## src/rtl/pfx_dec_pkg.sv

```systemverilog
package pfx_dec_pkg;

  localparam int OPC_W  = 8;
  localparam int OPC_N  = 1 << OPC_W;
  localparam int COL_N  = 16;
  localparam int LEN_W  = 2;

  typedef enum logic [1:0] {
    MOD_NONE  = 2'd0,
    MOD_YSWAP = 2'd1,
    MOD_IND   = 2'd2,
    MOD_INDY  = 2'd3
  } addr_mod_e;

  typedef enum logic [1:0] {
    ST_START = 2'd0,
    ST_PRE   = 2'd1,
    ST_OPND  = 2'd2
  } dec_state_e;

  // Default legality map: bit b set means byte b is a legal opcode.
  function automatic logic [OPC_N-1:0] default_legal_map();
    logic [OPC_N-1:0] m;
    for (int i = 0; i < OPC_N; i++) begin
      logic [7:0] b;
      logic [3:0] hi;
      logic [3:0] lo;
      logic       bad;
      b  = 8'(i);
      hi = b[7:4];
      lo = b[3:0];
      bad = 1'b0;
      if (hi >= 4'h3 && hi <= 4'h7 && (lo == 4'h1 || lo == 4'h5 || lo == 4'hB))
        bad = 1'b1;
      if ((hi == 4'h8 || hi == 4'h9) && (lo == 4'h2 || lo == 4'h5))
        bad = 1'b1;
      if (b == 8'h90 || b == 8'h91 || b == 8'hA7)
        bad = 1'b1;
      m[i] = ~bad;
    end
    return m;
  endfunction

  // Default plain operand length per column, two bits per column.
  function automatic logic [COL_N*LEN_W-1:0] default_base_len();
    logic [COL_N*LEN_W-1:0] t;
    for (int c = 0; c < COL_N; c++) begin
      logic [LEN_W-1:0] n;
      case (c)
        0, 12, 13:              n = 2'd2;
        1, 2, 3, 6, 10, 11, 14: n = 2'd1;
        default:                n = 2'd0;
      endcase
      t[c*LEN_W +: LEN_W] = n;
    end
    return t;
  endfunction

endpackage

```

## src/rtl/pfx_byte_class.sv

```systemverilog
module pfx_byte_class
  import pfx_dec_pkg::*;
#(
  parameter logic [OPC_W-1:0] PRE_YSWAP = 8'h90,
  parameter logic [OPC_W-1:0] PRE_INDY  = 8'h91,
  parameter logic [OPC_W-1:0] PRE_IND   = 8'h92,
  parameter logic [OPC_N-1:0] LEGAL_MAP = default_legal_map()
) (
  input  logic [OPC_W-1:0] byte_i,
  output logic             is_pre_o,
  output addr_mod_e        pre_mod_o,
  output logic             legal_o
);

  localparam int NPRE = 3;

  logic [OPC_W-1:0] pre_code [NPRE];
  addr_mod_e        pre_kind [NPRE];
  logic [NPRE-1:0]  hit;

  assign pre_code[0] = PRE_YSWAP;
  assign pre_code[1] = PRE_INDY;
  assign pre_code[2] = PRE_IND;
  assign pre_kind[0] = MOD_YSWAP;
  assign pre_kind[1] = MOD_INDY;
  assign pre_kind[2] = MOD_IND;

  for (genvar g = 0; g < NPRE; g++) begin : g_match
    assign hit[g] = (byte_i == pre_code[g]);
  end

  always_comb begin
    pre_mod_o = MOD_NONE;
    for (int k = NPRE - 1; k >= 0; k--) begin
      if (hit[k]) pre_mod_o = pre_kind[k];
    end
  end

  assign is_pre_o = |hit;
  assign legal_o  = LEGAL_MAP[byte_i];

endmodule

```

## src/rtl/pfx_mode_resolve.sv

```systemverilog
module pfx_mode_resolve
  import pfx_dec_pkg::*;
#(
  parameter logic [COL_N*LEN_W-1:0] BASE_LEN   = default_base_len(),
  parameter logic [COL_N-1:0]       YSWAP_COLS = 16'hE0E0,
  parameter logic [COL_N-1:0]       IND_COLS   = 16'h780B,
  parameter logic [COL_N-1:0]       INDY_COLS  = 16'h6000,
  parameter logic [COL_N-1:0]       SHORT_COLS = 16'h3000
) (
  input  logic [3:0]       col_i,
  input  addr_mod_e        pend_i,
  output addr_mod_e        mod_o,
  output logic [LEN_W-1:0] len_o
);

  logic [LEN_W-1:0] base_len;
  logic [5:0]       base_idx;

  assign base_idx = {1'b0, col_i, 1'b0};
  assign base_len = BASE_LEN[base_idx +: LEN_W];

  always_comb begin
    mod_o = MOD_NONE;
    len_o = base_len;
    unique case (pend_i)
      MOD_YSWAP: begin
        if (YSWAP_COLS[col_i]) mod_o = MOD_YSWAP;
      end
      MOD_IND: begin
        if (IND_COLS[col_i]) begin
          mod_o = MOD_IND;
          if (SHORT_COLS[col_i]) len_o = LEN_W'(1);
        end
      end
      MOD_INDY: begin
        if (INDY_COLS[col_i]) begin
          mod_o = MOD_INDY;
          len_o = LEN_W'(1);
        end
      end
      default: begin
        mod_o = MOD_NONE;
      end
    endcase
  end

endmodule

```

## src/rtl/pfx_dec_seq.sv

```systemverilog
module pfx_dec_seq
  import pfx_dec_pkg::*;
(
  input  logic             clk,
  input  logic             rst_n,
  input  logic             in_valid,
  input  logic [OPC_W-1:0] in_byte,
  input  logic             is_pre,
  input  addr_mod_e        pre_mod,
  input  logic             legal,
  input  addr_mod_e        res_mod,
  input  logic [LEN_W-1:0] res_len,
  output addr_mod_e        pend_mod,
  output logic             dec_valid,
  output logic [OPC_W-1:0] dec_opcode,
  output addr_mod_e        dec_mod,
  output logic [LEN_W-1:0] dec_len,
  output logic             trap_req
);

  dec_state_e       state_q, state_d;
  addr_mod_e        pend_q, pend_d;
  logic [LEN_W-1:0] cnt_q, cnt_d;
  logic             dv_d, trap_d;
  logic             opc_slot;
  logic             seq_en;
  logic             out_en;

  assign pend_mod = pend_q;
  assign opc_slot = (state_q == ST_PRE) || (state_q == ST_START && !is_pre);

  // next-state logic
  always_comb begin
    state_d = state_q;
    pend_d  = pend_q;
    cnt_d   = cnt_q;
    dv_d    = 1'b0;
    trap_d  = 1'b0;
    if (in_valid) begin
      if (state_q == ST_OPND) begin
        cnt_d = cnt_q - LEN_W'(1);
        if (cnt_q == LEN_W'(1)) state_d = ST_START;
      end else if (!opc_slot) begin
        pend_d  = pre_mod;
        state_d = ST_PRE;
      end else begin
        pend_d = MOD_NONE;
        if (legal) begin
          dv_d = 1'b1;
          if (res_len != '0) begin
            cnt_d   = res_len;
            state_d = ST_OPND;
          end else begin
            state_d = ST_START;
          end
        end else begin
          trap_d  = 1'b1;
          state_d = ST_START;
        end
      end
    end
  end

  assign seq_en = in_valid;
  assign out_en = dv_d;

  // sequencing registers
  always_ff @(posedge clk or negedge rst_n) begin
    if (!rst_n) begin
      state_q <= ST_START;
      pend_q  <= MOD_NONE;
      cnt_q   <= '0;
    end else if (seq_en) begin
      state_q <= state_d;
      pend_q  <= pend_d;
      cnt_q   <= cnt_d;
    end
  end

  // pulse outputs
  always_ff @(posedge clk or negedge rst_n) begin
    if (!rst_n) begin
      dec_valid <= 1'b0;
      trap_req  <= 1'b0;
    end else begin
      dec_valid <= dv_d;
      trap_req  <= trap_d;
    end
  end

  // decode payload, loaded only on a decode
  always_ff @(posedge clk or negedge rst_n) begin
    if (!rst_n) begin
      dec_opcode <= '0;
      dec_mod    <= MOD_NONE;
      dec_len    <= '0;
    end else if (out_en) begin
      dec_opcode <= in_byte;
      dec_mod    <= res_mod;
      dec_len    <= res_len;
    end
  end

endmodule

```

## src/rtl/pfx_op_decoder.sv

```systemverilog
module pfx_op_decoder
  import pfx_dec_pkg::*;
#(
  parameter logic [OPC_W-1:0]       PRE_YSWAP  = 8'h90,
  parameter logic [OPC_W-1:0]       PRE_INDY   = 8'h91,
  parameter logic [OPC_W-1:0]       PRE_IND    = 8'h92,
  parameter logic [OPC_N-1:0]       LEGAL_MAP  = default_legal_map(),
  parameter logic [COL_N*LEN_W-1:0] BASE_LEN   = default_base_len(),
  parameter logic [COL_N-1:0]       YSWAP_COLS = 16'hE0E0,
  parameter logic [COL_N-1:0]       IND_COLS   = 16'h780B,
  parameter logic [COL_N-1:0]       INDY_COLS  = 16'h6000,
  parameter logic [COL_N-1:0]       SHORT_COLS = 16'h3000
) (
  input  logic       clk,
  input  logic       rst_n,
  input  logic       in_valid,
  input  logic [7:0] in_byte,
  output logic       dec_valid,
  output logic [7:0] dec_opcode,
  output logic [1:0] dec_mod,
  output logic [1:0] dec_len,
  output logic       trap_req
);

  logic             is_pre;
  logic             legal;
  addr_mod_e        pre_mod;
  addr_mod_e        pend_mod;
  addr_mod_e        res_mod;
  addr_mod_e        out_mod;
  logic [LEN_W-1:0] res_len;

  pfx_byte_class #(
    .PRE_YSWAP (PRE_YSWAP),
    .PRE_INDY  (PRE_INDY),
    .PRE_IND   (PRE_IND),
    .LEGAL_MAP (LEGAL_MAP)
  ) u_class (
    .byte_i    (in_byte),
    .is_pre_o  (is_pre),
    .pre_mod_o (pre_mod),
    .legal_o   (legal)
  );

  pfx_mode_resolve #(
    .BASE_LEN   (BASE_LEN),
    .YSWAP_COLS (YSWAP_COLS),
    .IND_COLS   (IND_COLS),
    .INDY_COLS  (INDY_COLS),
    .SHORT_COLS (SHORT_COLS)
  ) u_resolve (
    .col_i  (in_byte[7:4]),
    .pend_i (pend_mod),
    .mod_o  (res_mod),
    .len_o  (res_len)
  );

  pfx_dec_seq u_seq (
    .clk        (clk),
    .rst_n      (rst_n),
    .in_valid   (in_valid),
    .in_byte    (in_byte),
    .is_pre     (is_pre),
    .pre_mod    (pre_mod),
    .legal      (legal),
    .res_mod    (res_mod),
    .res_len    (res_len),
    .pend_mod   (pend_mod),
    .dec_valid  (dec_valid),
    .dec_opcode (dec_opcode),
    .dec_mod    (out_mod),
    .dec_len    (dec_len),
    .trap_req   (trap_req)
  );

  assign dec_mod = out_mod;

endmodule

```

## config.mk

```make
export PLATFORM = sky130hd
export DESIGN_NAME = pfx_op_decoder
export DESIGN_NICKNAME = d
export VERILOG_FILES = /design/src/rtl/pfx_dec_pkg.sv /design/src/rtl/pfx_byte_class.sv /design/src/rtl/pfx_mode_resolve.sv /design/src/rtl/pfx_dec_seq.sv /design/src/rtl/pfx_op_decoder.sv
export SDC_FILE = /design/constraint.sdc
export NUM_CORES = 1
export LEC_CHECK = 0
export ABC_AREA = 1
export ABC_CLOCK_PERIOD_IN_PS = 1550
export BUFFER_PORTS_ARGS = -buffer_cell sky130_fd_sc_hd__buf_2
export CAP_MARGIN = 20
export CELL_PAD_IN_SITES_DETAIL_PLACEMENT = 1
export CELL_PAD_IN_SITES_GLOBAL_PLACEMENT = 1
export CORE_ASPECT_RATIO = 0.5
export CORE_MARGIN = 1.5
export CORE_UTILIZATION = 39
export DETAILED_ROUTE_END_ITERATION = 8
export PLACE_DENSITY_LB_ADDON = 0.1
export SLEW_MARGIN = 30
export SYNTH_ARGS = -nofsm -noshare
export SYNTH_HDL_FRONTEND = slang
export SYNTH_SLANG_ARGS = --single-unit
```

## constraint.sdc

```tcl
create_clock -name clk -period 1.55 [get_ports clk]
set_input_delay 0.31 -clock clk [delete_from_list [all_inputs] [get_ports clk]]
set_output_delay 0.31 -clock clk [all_outputs]
set_load 0.02 [all_outputs]
```

# Word-level counts from Yosys, hierarchy flattened
# Memories as Yosys holds them, arrays and structs flattened.
# Index checks and enable logic that the tools add are counted.
dict set report word_totals {
  reg_bits 20
  out_inout_bits 14
  wordCells 74
  memories 5
  rom_bits 320
}
dict set report op_classes {
  n_reduce_logical 12
  n_lt_le_gt_ge 2
  bitwise_logic 1
  muxes 34
  n_shift 1
  eq_ne 10
  add_sub_neg 1
}
# memory words word_bits rd rd_ports_with_merged_regs write_ports line_no
set memory_table {}
lappend memory_table {{(name not given)} 256 1 1 0 0 pfx_byte_class.sv:40} ;# assign legal_o = LEGAL_MAP[byte_i];
lappend memory_table {{(name not given)} 16 1 1 0 0 pfx_mode_resolve.sv:27} ;# if (YSWAP_COLS[col_i]) mod_o = MOD_YSWAP;
lappend memory_table {{(name not given)} 16 1 1 0 0 pfx_mode_resolve.sv:30} ;# if (IND_COLS[col_i]) begin
lappend memory_table {{(name not given)} 16 1 1 0 0 pfx_mode_resolve.sv:32} ;# if (SHORT_COLS[col_i]) len_o = LEN_W'(1);
lappend memory_table {{(name not given)} 16 1 1 0 0 pfx_mode_resolve.sv:36} ;# if (INDY_COLS[col_i]) begin
# cell count
set ops {}
lappend ops {{$mux W2} 18}
lappend ops {{$shiftx A32 B6 Y2 const A} 1}
lappend ops {{$eq A8 B8 Y1 const B} 3}
lappend ops {{$mux W1} 14}
lappend ops {{$lt A8 B9 Y1 const B} 1}
lappend ops {{$reduce_bool A2 Y1} 4}
lappend ops {{$eq A2 B1 Y1 const B} 3}
lappend ops {{$eq A2 B2 Y1 const B} 3}
lappend ops {{$pmux W2 S3} 1}
lappend ops {{$lt A4 B5 Y1 const B} 1}
lappend ops {{$pmux W2 S2} 1}
lappend ops {{$reduce_and A2 Y1} 2}
lappend ops {{$reduce_and A4 Y1} 1}
lappend ops {{$reduce_or A3 Y1} 1}
lappend ops {{$logic_not A2 Y1} 1}
lappend ops {{$ne A2 B2 Y1 const B} 1}
lappend ops {{$sub A2 B1 Y2 const B} 1}
lappend ops {{$logic_and A1 B1 Y1} 1}
lappend ops {{$logic_not A1 Y1} 1}
lappend ops {{$logic_or A1 B1 Y1} 1}
lappend ops {{$not A1 Y1} 1}

# Logic depth before layout (Yosys ltp)
# Gate-level depths: netlist of the first run.
dict set report logic_depth {
  word_depth 10
  depth_mapped 13
  depth_no_buf 12
}

# Cells and area by module
# A second synthesis of the first run with hierarchy kept.
dict set report hier_totals {
  hier_cells 178
  area_unflattened_um2 1236.2
}
# module area_each_um2 cells_per_inst n_inst
set modules_own_cells {}
lappend modules_own_cells {pfx_dec_seq 857.1 101 1}
lappend modules_own_cells {pfx_mode_resolve 231.5 44 1}
lappend modules_own_cells {pfx_byte_class 147.6 33 1}

# Worst setup path before layout of the first run
# No wires, ideal clock.
dict set report synth_path {
  path_type {input to register}
  start {in in_byte[5]}
  end {reg u_seq.dec_mod[1]}
  cell_stages 9
  slack_ns 0.075
  t_arrival_ns 1.356
  setup_ns 0.119
  required_time_ns 1.431
  cell_sequence {inv_1 -> ha_1 -> inv_1 -> nor2_1 -> nand3_4 -> nand3_4 -> nor2_8 -> buf_8 -> o21a_1}
}
dict set report synth_via {
  elab_chain_len 8
  elab_cells_between_ends 20
}
# item line_no
set synth_lines {}
lappend synth_lines {{start: declaration} pfx_op_decoder.sv:17} ;# input logic [7:0] in_byte,
lappend synth_lines {{parallel branches: the longest is 8 deep, another holds $mem_v2 Z256 W1} -}
lappend synth_lines {{end signal: assignment} pfx_dec_seq.sv:99} ;# dec_mod <= res_mod;
lappend synth_lines {{end: declaration} pfx_dec_seq.sv:16} ;# output addr_mod_e dec_mod,
# Parallel ways; which one is timed is not known. The select of a mux whose other input is x is not followed.
# A chain may end at the register's enable or synchronous reset.

# Worst setup path after layout of the first run
dict set report layout_path {
  start {in in_byte[4]}
  end {reg u_seq.cnt_q[1]}
}
dict set report layout_via {
  elab_chain_len 9
  elab_cells_between_ends 29
}
# item line_no
set layout_lines {}
lappend layout_lines {{$mem_v2 Z16 W1} -}
lappend layout_lines {{$mux W1 (not written as such)} pfx_mode_resolve.sv:32}
lappend layout_lines {{$mux W2} pfx_mode_resolve.sv:32}
lappend layout_lines {{$mux W2} pfx_mode_resolve.sv:30}
lappend layout_lines {{$pmux W2 S2} pfx_mode_resolve.sv:25} ;# unique case (pend_i)
lappend layout_lines {{$mux W2} pfx_dec_seq.sv:50} ;# if (res_len != '0) begin
lappend layout_lines {{$mux W2} pfx_dec_seq.sv:48} ;# if (legal) begin
lappend layout_lines {{$mux W2} pfx_dec_seq.sv:43} ;# end else if (!opc_slot) begin
lappend layout_lines {{$mux W2} pfx_dec_seq.sv:40} ;# if (state_q == ST_OPND) begin
lappend layout_lines {{end signal: assignment} pfx_dec_seq.sv:76} ;# cnt_q <= cnt_d;
lappend layout_lines {{end: declaration} pfx_dec_seq.sv:23} ;# logic [LEN_W-1:0] cnt_q, cnt_d;
# Parallel ways exist; a longest one is shown, timed or not. The select of a mux whose other input is x is not followed.

==> flow_results.xml, run 1 <==
<?xml version="1.0" encoding="UTF-8"?>
<metrics>
  <group name="route">
    <metric name="post-route-drc-count" unit="">0</metric>
    <metric name="routed_wirelength" unit="um">3510</metric>
    <metric name="postRouteAntennaNets" unit="">0</metric>
    <metric name="drt-initial-drc-count" unit="">35</metric>
    <metric name="via_per_instance_ratio" unit="">4.95</metric>
    <metric name="first_pass_iters" unit="">4</metric>
    <metric name="route.vias.total" unit="">1248</metric>
    <metric name="routed_wire_length_per_instance" unit="um">13.9</metric>
  </group>
  <group name="clock_network">
    <metric name="cts.htree.levels" unit="">1</metric>
    <metric name="postCtsSetupBuffers" unit="">0</metric>
    <metric name="count_of_clock_tree_sinks" unit="">20</metric>
    <metric name="cts_buffer_depth" unit="">2</metric>
    <metric name="tritoncts.num_buffers" unit="">3</metric>
    <metric name="tritoncts" unit="">done</metric>
    <metric name="clock_transition_at_the_registers_of_the_reported_paths" unit="ns">0.08</metric>
    <metric name="insertion_delay" unit="ns">0.27</metric>
    <metric name="clock-root-buffer" unit="">sky130_fd_sc_hd__clkbuf_8</metric>
  </group>
  <group name="yosys">
    <metric name="seq_area_frac_synth" unit="%">38.9</metric>
    <metric name="postSynth.asyncResetShare" unit="%">100</metric>
    <metric name="synth_flop_cell" unit="">sky130_fd_sc_hd__dfrtp_1</metric>
    <metric name="synth_seq_cells" unit="">20</metric>
    <metric name="synth_top_cell_area_share" unit="%">38.9</metric>
    <metric name="synth_edf_count" unit="">0</metric>
    <metric name="syn-mean-instance-area" unit="um^2">7.98</metric>
    <metric name="synth.net_count" unit="">179</metric>
    <metric name="syn-cell-area" unit="um^2">1280</metric>
    <metric name="synth_cell_type_count" unit="">26</metric>
    <metric name="yosysWarnings" unit="">0</metric>
    <metric name="synth.most_common_cell" unit="">sky130_fd_sc_hd__nand2_1</metric>
    <metric name="ys_top_cells_by_area" unit="">sky130_fd_sc_hd__dfrtp_1, sky130_fd_sc_hd__nand2_1, sky130_fd_sc_hd__ha_1, sky130_fd_sc_hd__inv_1, sky130_fd_sc_hd__a21oi_2</metric>
    <metric name="synth.cells.most_frequent" unit="">sky130_fd_sc_hd__nand2_1, sky130_fd_sc_hd__dfrtp_1, sky130_fd_sc_hd__inv_1</metric>
    <metric name="synthDominantAreaCellType" unit="">sky130_fd_sc_hd__dfrtp_1</metric>
    <metric name="synthCells" unit="">161</metric>
  </group>
  <group name="floorplanning">
    <metric name="die_width" unit="um">84.2</metric>
    <metric name="core_area" unit="um^2">3070</metric>
    <metric name="num_io_pins" unit="">25</metric>
    <metric name="floorplan.die_area" unit="um^2">3670</metric>
    <metric name="dieHeight" unit="um">43.6</metric>
    <metric name="rows" unit="">14</metric>
    <metric name="floorplan.initialDensity" unit="%">41.9</metric>
  </group>
  <group name="final_layout">
    <metric name="nNetsFinal" unit="">231</metric>
    <metric name="design_area" unit="um^2">1680</metric>
    <metric name="syn_to_final_growth" unit="%">31.0</metric>
    <metric name="fillerInstances" unit="">395</metric>
    <metric name="final_layout_size_suffix_gt1_share" unit="%">38.2</metric>
    <metric name="post-route-util" unit="%">54.9</metric>
    <metric name="antenna_cells_inserted" unit="">0</metric>
  </group>
  <group name="power_and_ir_drop">
    <metric name="power.sequential.fraction" unit="%">35.8</metric>
    <metric name="internal_power" unit="uW">1400</metric>
    <metric name="power.density_cell_area" unit="nW/um^2">1430</metric>
    <metric name="switchingPower" unit="uW">1010</metric>
    <metric name="combinationalPowerShare" unit="%">47.2</metric>
    <metric name="report.power.total" unit="uW">2410</metric>
    <metric name="leakagePower" unit="uW">0.000896</metric>
    <metric name="max-vdd-ir-drop" unit="mV">0.767</metric>
    <metric name="clock_power_share" unit="%">17.0</metric>
    <metric name="switching_share" unit="%">41.8</metric>
  </group>
  <group name="grt">
    <metric name="wire_length_of_the_first_global_routing_pass" unit="um">5810</metric>
    <metric name="largest_net_degree_at_the_start_of_global_routing" unit="">21</metric>
    <metric name="antenna_found_initial" unit="">0</metric>
    <metric name="grt_pass1_vias" unit="">1275</metric>
    <metric name="grt.overflow.total" unit="">0</metric>
    <metric name="grt.total_usage" unit="%">21.1</metric>
  </group>
  <group name="sta">
    <metric name="timing.slew.headroom" unit="%">67.8</metric>
    <metric name="maximum_clock_rate" unit="MHz">685</metric>
    <metric name="finalHoldViolCount" unit="">0</metric>
    <metric name="setup_total_negative_slack" unit="ns">0</metric>
    <metric name="report.final.setup_viol" unit="">0</metric>
    <metric name="layout_worst_path_cycle_share" unit="%">94.1</metric>
    <metric name="fin_skew" unit="ns">0.0112</metric>
    <metric name="final_critical_path_time_including_i_o_delays_and_setup" unit="ns">1.46</metric>
    <metric name="tightest_slew" unit="ns">0.483</metric>
    <metric name="maxSlewViolCount" unit="">0</metric>
  </group>
  <group name="placed_design">
    <metric name="dpl-instance-area" unit="um^2">1610</metric>
    <metric name="portBuffers" unit="">24</metric>
    <metric name="place.detailed.hpwl" unit="um">2750</metric>
    <metric name="gp_congestion" unit="">0.868</metric>
  </group>
  <group name="setup_path">
    <metric name="path_max_fanout" unit="">3</metric>
    <metric name="critPathRequiredTime" unit="ns">1.76</metric>
    <metric name="worst_ep_arrival_time" unit="ns">1.67</metric>
    <metric name="criticalPathCategory" unit="">input pin to flop</metric>
    <metric name="cp-end-kind" unit="">flop</metric>
    <metric name="worstSetupStartpoint" unit="">in_byte[4]</metric>
    <metric name="critPathLaunchType" unit="">input pin</metric>
    <metric name="worst_r2r_startpoint" unit="">u_seq.pend_mod[1]$_DFFE_PN0P_</metric>
  </group>
  <group name="worst_hold_path">
    <metric name="worst_hold_path_type" unit="">input pin to flop</metric>
    <metric name="hold_start" unit="">in_byte[3]</metric>
  </group>
  <group name="status">
    <metric name="run_status" unit="">finished clean</metric>
  </group>
  <group name="job">
    <metric name="max_cap_viol" unit="">0</metric>
  </group>
</metrics>
cells by family after synthesis:
kind of cell             after synthesis  synth area share, %
AND/OR/NAND/NOR                       84                 32.9
AO/OA/AOI/OAI                         25                 12.3
buffers and inverters                 25                 9.05
flip-flops                            20                 38.9
adder cells (fa/ha/maj)                7                 6.82
critical path: stages:
cell,delay (ns)
sky130_fd_sc_hd__buf_2,0.13
sky130_fd_sc_hd__buf_4,0.15
sky130_fd_sc_hd__ha_1,0.18
sky130_fd_sc_hd__nand3b_1,0.22
sky130_fd_sc_hd__nand3_1,0.12
sky130_fd_sc_hd__nand2_1,0.09
sky130_fd_sc_hd__buf_4,0.15
sky130_fd_sc_hd__o21ai_0,0.17
sky130_fd_sc_hd__nand2_1,0.08
sky130_fd_sc_hd__nand2_1,0.06
sequential cells by signal (all words and copies together), names as in the netlist:
signal            flops
u_seq.cnt_q           2
u_seq.dec_valid       1
u_seq.dec_len         2
u_seq.dec_mod         2
u_seq.trap_req        1
u_seq.pend_mod        2
u_seq.dec_opcode      8
u_seq.state_q         2
worst paths after layout:
kind / endpoint / slack [ns] / cells after the start
min: u_seq.dec_opcode[3]$_DFFE_PN0P_ / 0.37 / 3
max reg2reg: u_seq.cnt_q[1]$_DFFE_PN0P_ / 0.15 / 10
max in group asynchronous: u_seq.dec_mod[1]$_DFFE_PN0P_ / 0.67 / 2
min in group asynchronous: u_seq.cnt_q[1]$_DFFE_PN0P_ / 0.54 / 2
min reg2reg: u_seq.dec_mod[1]$_DFFE_PN0P_ / 0.50 / 1
max: u_seq.cnt_q[1]$_DFFE_PN0P_ / 0.09 / 10
through the flow:
stage,setup WS [ns],hold slack (ns),instances
2_1_floorplan,0.0750,0.0144,161
3_3_place_gp,-0.248,0.285,247
3_5_place_dp,-0.295,0.291,247
4_1_cts,0.0599,0.360,252
5_1_grt,-0.00540,0.393,252
6_report,0.0908,0.365,252
power groups by stage:
stage / registers (uW) / clock network [uW] / logic, uW
after floorplan: 1060 / 0 / 558
after global placement: 864 / 0 / 1100
after detailed placement: 874 / 0 / 1140
after CTS: 866 / 425 / 1150
after global routing: 889 / 437 / 1260
final: 862 / 409 / 1140
layer usage:
metal  vias to the layer above  wire length, um  track usage (%)
li1                        612                -                -
met1                       609             1670             26.9
met2                        22             1660             36.8
met3                         5              137             4.57
met4                         0               43             6.89
met5                         -                0                0
what timing repair did:
action | CTS | global route
pin swaps | 0 | 1
hold endpoints to repair | 11 | 0
hold buffers | 1 | 0
cloned | 0 | 0
endpoints found under the setup margin | 1 | 7
gates resized for setup | 1 | 2
final cells by class:
| type | instances | area, um^2 | area share (%) |
|---|---|---|---|
| Tap cell | 40 | 50.0 | 2.97 |
| Inverter | 22 | 82.6 | 4.91 |
| Clock buffer | 4 | 55.1 | 3.27 |
| Sequential cell | 20 | 500 | 29.7 |
| Timing Repair Buffer | 50 | 318 | 18.9 |
| Multi-Input combinational cell | 116 | 677 | 40.2 |
cells in the final DEF, fill, tap and decap left out:
cell / instances
sky130_fd_sc_hd__nand2_1: 45
sky130_fd_sc_hd__buf_4: 25
sky130_fd_sc_hd__buf_2: 24
sky130_fd_sc_hd__dfrtp_1: 20
sky130_fd_sc_hd__inv_1: 17
sky130_fd_sc_hd__nand3_1: 10
sky130_fd_sc_hd__nor2_1: 9
sky130_fd_sc_hd__o21ai_0: 8
sky130_fd_sc_hd__a21oi_2: 8
sky130_fd_sc_hd__nor2_2: 7
sky130_fd_sc_hd__ha_1: 7
sky130_fd_sc_hd__a21oi_1: 6
sky130_fd_sc_hd__inv_2: 5
sky130_fd_sc_hd__clkbuf_8: 4
sky130_fd_sc_hd__nand2_2: 2
sky130_fd_sc_hd__nand3_2: 2
sky130_fd_sc_hd__nand3b_1: 2
sky130_fd_sc_hd__nand3_4: 2
sky130_fd_sc_hd__nand2_4: 1
sky130_fd_sc_hd__nor2_8: 1
sky130_fd_sc_hd__nand4_1: 1
sky130_fd_sc_hd__nor3_1: 1
sky130_fd_sc_hd__o22ai_1: 1
sky130_fd_sc_hd__nor4_1: 1
sky130_fd_sc_hd__o21a_1: 1
sky130_fd_sc_hd__o211ai_1: 1
sky130_fd_sc_hd__dlygate4sd3_1: 1
Note: power is estimated with default switching activity, not from simulation.
==> run 2, diff against run 1 <==
--- a/config.mk
+++ b/config.mk
@@ -5,7 +5,7 @@
 export SDC_FILE = /design/constraint.sdc
 export NUM_CORES = 1
 export LEC_CHECK = 0
-export ABC_AREA = 1
+export ABC_AREA = 0
 export ABC_CLOCK_PERIOD_IN_PS = 1550
 export BUFFER_PORTS_ARGS = -buffer_cell sky130_fd_sc_hd__buf_2
 export CAP_MARGIN = 20
@@ -13,7 +13,7 @@
 export CELL_PAD_IN_SITES_GLOBAL_PLACEMENT = 1
 export CORE_ASPECT_RATIO = 0.5
 export CORE_MARGIN = 1.5
-export CORE_UTILIZATION = 39
+export CORE_UTILIZATION = 42
 export DETAILED_ROUTE_END_ITERATION = 8
 export PLACE_DENSITY_LB_ADDON = 0.1
 export SLEW_MARGIN = 30
==> flow_results.xml, run 2 <==
<?xml version="1.0" encoding="UTF-8"?>
<metrics>
  <group name="status">
    <metric name="run_status" unit="">complete, but fails checks</metric>
    <metric name="failed_checks" unit="">negative setup slack</metric>
  </group>
  <group name="power_and_ir_drop">
    <metric name="power.density_cell_area" unit="nW/um^2">1540</metric>
    <metric name="max-vdd-ir-drop" unit="mV">1.03</metric>
    <metric name="leakagePower" unit="uW">0.000893</metric>
  </group>
  <group name="yosys">
    <metric name="synthCells" unit="">116</metric>
    <metric name="synth_seq_cells" unit="">20</metric>
    <metric name="synth_flop_cell" unit="">sky130_fd_sc_hd__dfrtp_1</metric>
    <metric name="synth.net_count" unit="">134</metric>
    <metric name="synthDominantAreaCellType" unit="">sky130_fd_sc_hd__dfrtp_1</metric>
    <metric name="syn-mean-instance-area" unit="um^2">10.9</metric>
    <metric name="yosysWarnings" unit="">0</metric>
    <metric name="syn-cell-area" unit="um^2">1260</metric>
    <metric name="postSynth.asyncResetShare" unit="%">100</metric>
    <metric name="synth_cell_type_count" unit="">42</metric>
    <metric name="synth.most_common_cell" unit="">sky130_fd_sc_hd__dfrtp_1</metric>
    <metric name="ys_top_cells_by_area" unit="">sky130_fd_sc_hd__dfrtp_1, sky130_fd_sc_hd__mux2_4, sky130_fd_sc_hd__ha_1, sky130_fd_sc_hd__mux2_2, sky130_fd_sc_hd__o21ai_0</metric>
    <metric name="synth.cells.most_frequent" unit="">sky130_fd_sc_hd__dfrtp_1, sky130_fd_sc_hd__mux2_4, sky130_fd_sc_hd__ha_1, sky130_fd_sc_hd__nand2_1</metric>
    <metric name="synth_edf_count" unit="">0</metric>
    <metric name="seq_area_frac_synth" unit="%">39.7</metric>
    <metric name="synth_top_cell_area_share" unit="%">39.7</metric>
  </group>
  <group name="sta">
    <metric name="fin_skew" unit="ns">0.0144</metric>
    <metric name="maxSlewViolCount" unit="">0</metric>
    <metric name="maximum_clock_rate" unit="MHz">636</metric>
    <metric name="finalHoldViolCount" unit="">0</metric>
    <metric name="report.final.setup_viol" unit="">4</metric>
    <metric name="layout_worst_path_cycle_share" unit="%">101</metric>
    <metric name="timing.slew.headroom" unit="%">67.9</metric>
    <metric name="final_critical_path_time_including_i_o_delays_and_setup" unit="ns">1.57</metric>
    <metric name="final_critical_path_setup_slack" unit="ns">-0.0220</metric>
    <metric name="tightest_slew" unit="ns">0.481</metric>
  </group>
  <group name="clock_network">
    <metric name="count_of_clock_tree_sinks" unit="">20</metric>
    <metric name="clock_transition_at_the_registers_of_the_reported_paths" unit="ns">0.09</metric>
    <metric name="clock-root-buffer" unit="">sky130_fd_sc_hd__clkbuf_8</metric>
    <metric name="cts.htree.levels" unit="">1</metric>
    <metric name="cts_buffer_depth" unit="">2</metric>
    <metric name="tritoncts" unit="">done</metric>
    <metric name="insertion_delay" unit="ns">0.28</metric>
    <metric name="tritoncts.num_buffers" unit="">3</metric>
  </group>
  <group name="setup_path">
    <metric name="ff2ff_path_depth" unit="">5</metric>
    <metric name="worst_r2r_startpoint" unit="">u_seq.pend_mod[1]$_DFFE_PN0P_</metric>
    <metric name="path_max_fanout" unit="">7</metric>
    <metric name="worst_ep_arrival_time" unit="ns">1.73</metric>
    <metric name="worstSetupStartpoint" unit="">in_byte[4]</metric>
    <metric name="critPathRequiredTime" unit="ns">1.71</metric>
    <metric name="reg2reg_setup_slack" unit="ns">-0.02</metric>
    <metric name="critPathLaunchType" unit="">input pin</metric>
    <metric name="cp-end-kind" unit="">flop</metric>
    <metric name="worst_r2r_endpoint" unit="">u_seq.dec_len[0]$_DFFE_PN0P_</metric>
    <metric name="crit_path_end" unit="">u_seq.cnt_q[1]$_DFFE_PN0P_</metric>
    <metric name="criticalPathCategory" unit="">input pin to flop</metric>
  </group>
  <group name="route">
    <metric name="postRouteAntennaNets" unit="">0</metric>
    <metric name="first_pass_iters" unit="">4</metric>
    <metric name="routed_wire_length_per_instance" unit="um">24.2</metric>
    <metric name="route.vias.total" unit="">1199</metric>
    <metric name="routed_wirelength" unit="um">4980</metric>
    <metric name="via_per_instance_ratio" unit="">5.82</metric>
    <metric name="post-route-drc-count" unit="">0</metric>
    <metric name="drt-initial-drc-count" unit="">77</metric>
  </group>
  <group name="final_layout">
    <metric name="largest_register_ffs" unit="">8</metric>
    <metric name="most-common-layout-cells" unit="">sky130_fd_sc_hd__buf_4, sky130_fd_sc_hd__buf_2, sky130_fd_sc_hd__dfrtp_1</metric>
    <metric name="nNetsFinal" unit="">188</metric>
    <metric name="syn_to_final_growth" unit="%">43.6</metric>
    <metric name="design_area" unit="um^2">1810</metric>
    <metric name="final_layout_size_suffix_gt1_share" unit="%">52.7</metric>
    <metric name="layout.cells.most_common" unit="">sky130_fd_sc_hd__buf_4</metric>
    <metric name="max_flop_register" unit="">u_seq.dec_opcode</metric>
    <metric name="antenna_cells_inserted" unit="">0</metric>
    <metric name="post-route-util" unit="%">66.6</metric>
  </group>
  <group name="floorplanning">
    <metric name="dieHeight" unit="um">41.7</metric>
    <metric name="floorplan.die_area" unit="um^2">3360</metric>
    <metric name="num_io_pins" unit="">25</metric>
    <metric name="rows" unit="">13</metric>
    <metric name="die_width" unit="um">80.5</metric>
    <metric name="floorplan.initialDensity" unit="%">46.4</metric>
    <metric name="core_area" unit="um^2">2720</metric>
  </group>
  <group name="placed_design">
    <metric name="gp_congestion" unit="">0.850</metric>
    <metric name="place.detailed.hpwl" unit="um">2900</metric>
    <metric name="portBuffers" unit="">24</metric>
    <metric name="dpl-instance-area" unit="um^2">1620</metric>
  </group>
  <group name="worst_hold_path">
    <metric name="worst_hold_path_type" unit="">input pin to flop</metric>
  </group>
  <group name="grt">
    <metric name="wire_length_of_the_first_global_routing_pass" unit="um">6190</metric>
    <metric name="use_met3" unit="%">6.59</metric>
    <metric name="global_route.usage.met1" unit="%">31.9</metric>
    <metric name="grt_pass1_vias" unit="">1188</metric>
    <metric name="grt.total_usage" unit="%">25.0</metric>
    <metric name="largest_net_degree_at_the_start_of_global_routing" unit="">21</metric>
    <metric name="grt.overflow.total" unit="">0</metric>
    <metric name="grtUsageMet2" unit="%">41.8</metric>
    <metric name="antenna_found_initial" unit="">0</metric>
    <metric name="grt.busiest_layer" unit="">met2</metric>
  </group>
  <group name="job">
    <metric name="max_cap_viol" unit="">0</metric>
  </group>
</metrics>
run 2: cell types whose count changed in the layout (fill, tap and decap cells not counted), sizes merged, moves of 5 or more:
cell   before  now
nand3      14    1
inv        22    6
mux2        0   13
a21oi      14    6
nand2      48    8
nor3b       0    5
nor2       17    5
run 2: area by class of cell:
type	count	area, um^2
multi-input cells	85	781
clock buffers	3	41.3
fillers	282	907
repair buffers	54	383
well taps	37	46.3
clock inverters	1	30.0
flip-flops and latches	20	500
inverters	6	27.5
run 2: how the worst min path moves through the flow:
stage	slack (ns)	from	depth (start not counted)	end
floorplan	0.01	rst_n	0	u_seq.cnt_q[0]$_DFFE_PN0P_
global placement	0.28	rst_n	1	u_seq.dec_opcode[1]$_DFFE_PN0P_
detailed placement	0.29	rst_n	1	u_seq.dec_opcode[1]$_DFFE_PN0P_
CTS	0.33	in_byte[1]	2	u_seq.pend_mod[0]$_DFFE_PN0P_
global route	0.36	in_byte[3]	2	u_seq.dec_opcode[3]$_DFFE_PN0P_
finish	0.35	in_byte[3]	2	u_seq.dec_opcode[3]$_DFFE_PN0P_
run 2: metrics by stage:
stage | cells | setup WS [ns] | setup TNS, ns | power, uW | hold slack, ns
floorplan | 116 | -0.0715 | -0.679 | 1560 | 0.0144
global placement | 199 | -0.242 | -3.52 | 1950 | 0.280
detailed placement | 199 | -0.443 | -4.43 | 2010 | 0.287
CTS | 204 | 0.00394 | 0 | 2590 | 0.328
global route | 206 | -0.114 | -0.331 | 2900 | 0.358
finish | 206 | -0.0220 | -0.0526 | 2790 | 0.353
run 2: cell families after synthesis:
family / after synthesis / synth area share, %
flip-flops: 20 / 39.7
buffers and inverters: 11 / 4.77
AO/OA/AOI/OAI: 28 / 16.5
XOR/XNOR: 1 / 0.695
AND/OR/NAND/NOR: 36 / 17.1
adder cells (fa/ha/maj): 7 / 6.95
multiplexers: 13 / 14.3
run 2: worst max-delay path: stages:
cell and delay, ns:
sky130_fd_sc_hd__buf_4 0.14, sky130_fd_sc_hd__inv_1 0.10, sky130_fd_sc_hd__ha_1 0.23, sky130_fd_sc_hd__nand2b_1 0.16
sky130_fd_sc_hd__a21oi_1 0.16, sky130_fd_sc_hd__nand4_1 0.14, sky130_fd_sc_hd__buf_4 0.17, sky130_fd_sc_hd__a31oi_2 0.23
sky130_fd_sc_hd__a211oi_2 0.08
run 2: where the power goes:
part           switching, uW  internal, uW  total, uW
clock network            200           346        546
logic                    726           634       1360
registers                159           721        880
total                   1090          1700       2790
run 2: repair_timing:
action / 4_1_cts / 5_1_grt
endpoints found under the setup margin: 2 / 15
endpoints found under the hold margin: 20 / 0
pin swaps: 0 / 6
buffers inserted: 0 / 1
gates resized for setup: 5 / 12
hold buffers: 1 / 0
gates cloned: 0 / 1
run 2: layer usage:
metal  share of wire [%]  vias up  wire, um
met5                   0        -         0
met2                  48       42      2370
li1                    -      526         -
met1                  44      618      2200
met4                 2.9        0       142
met3                 5.3       13       265
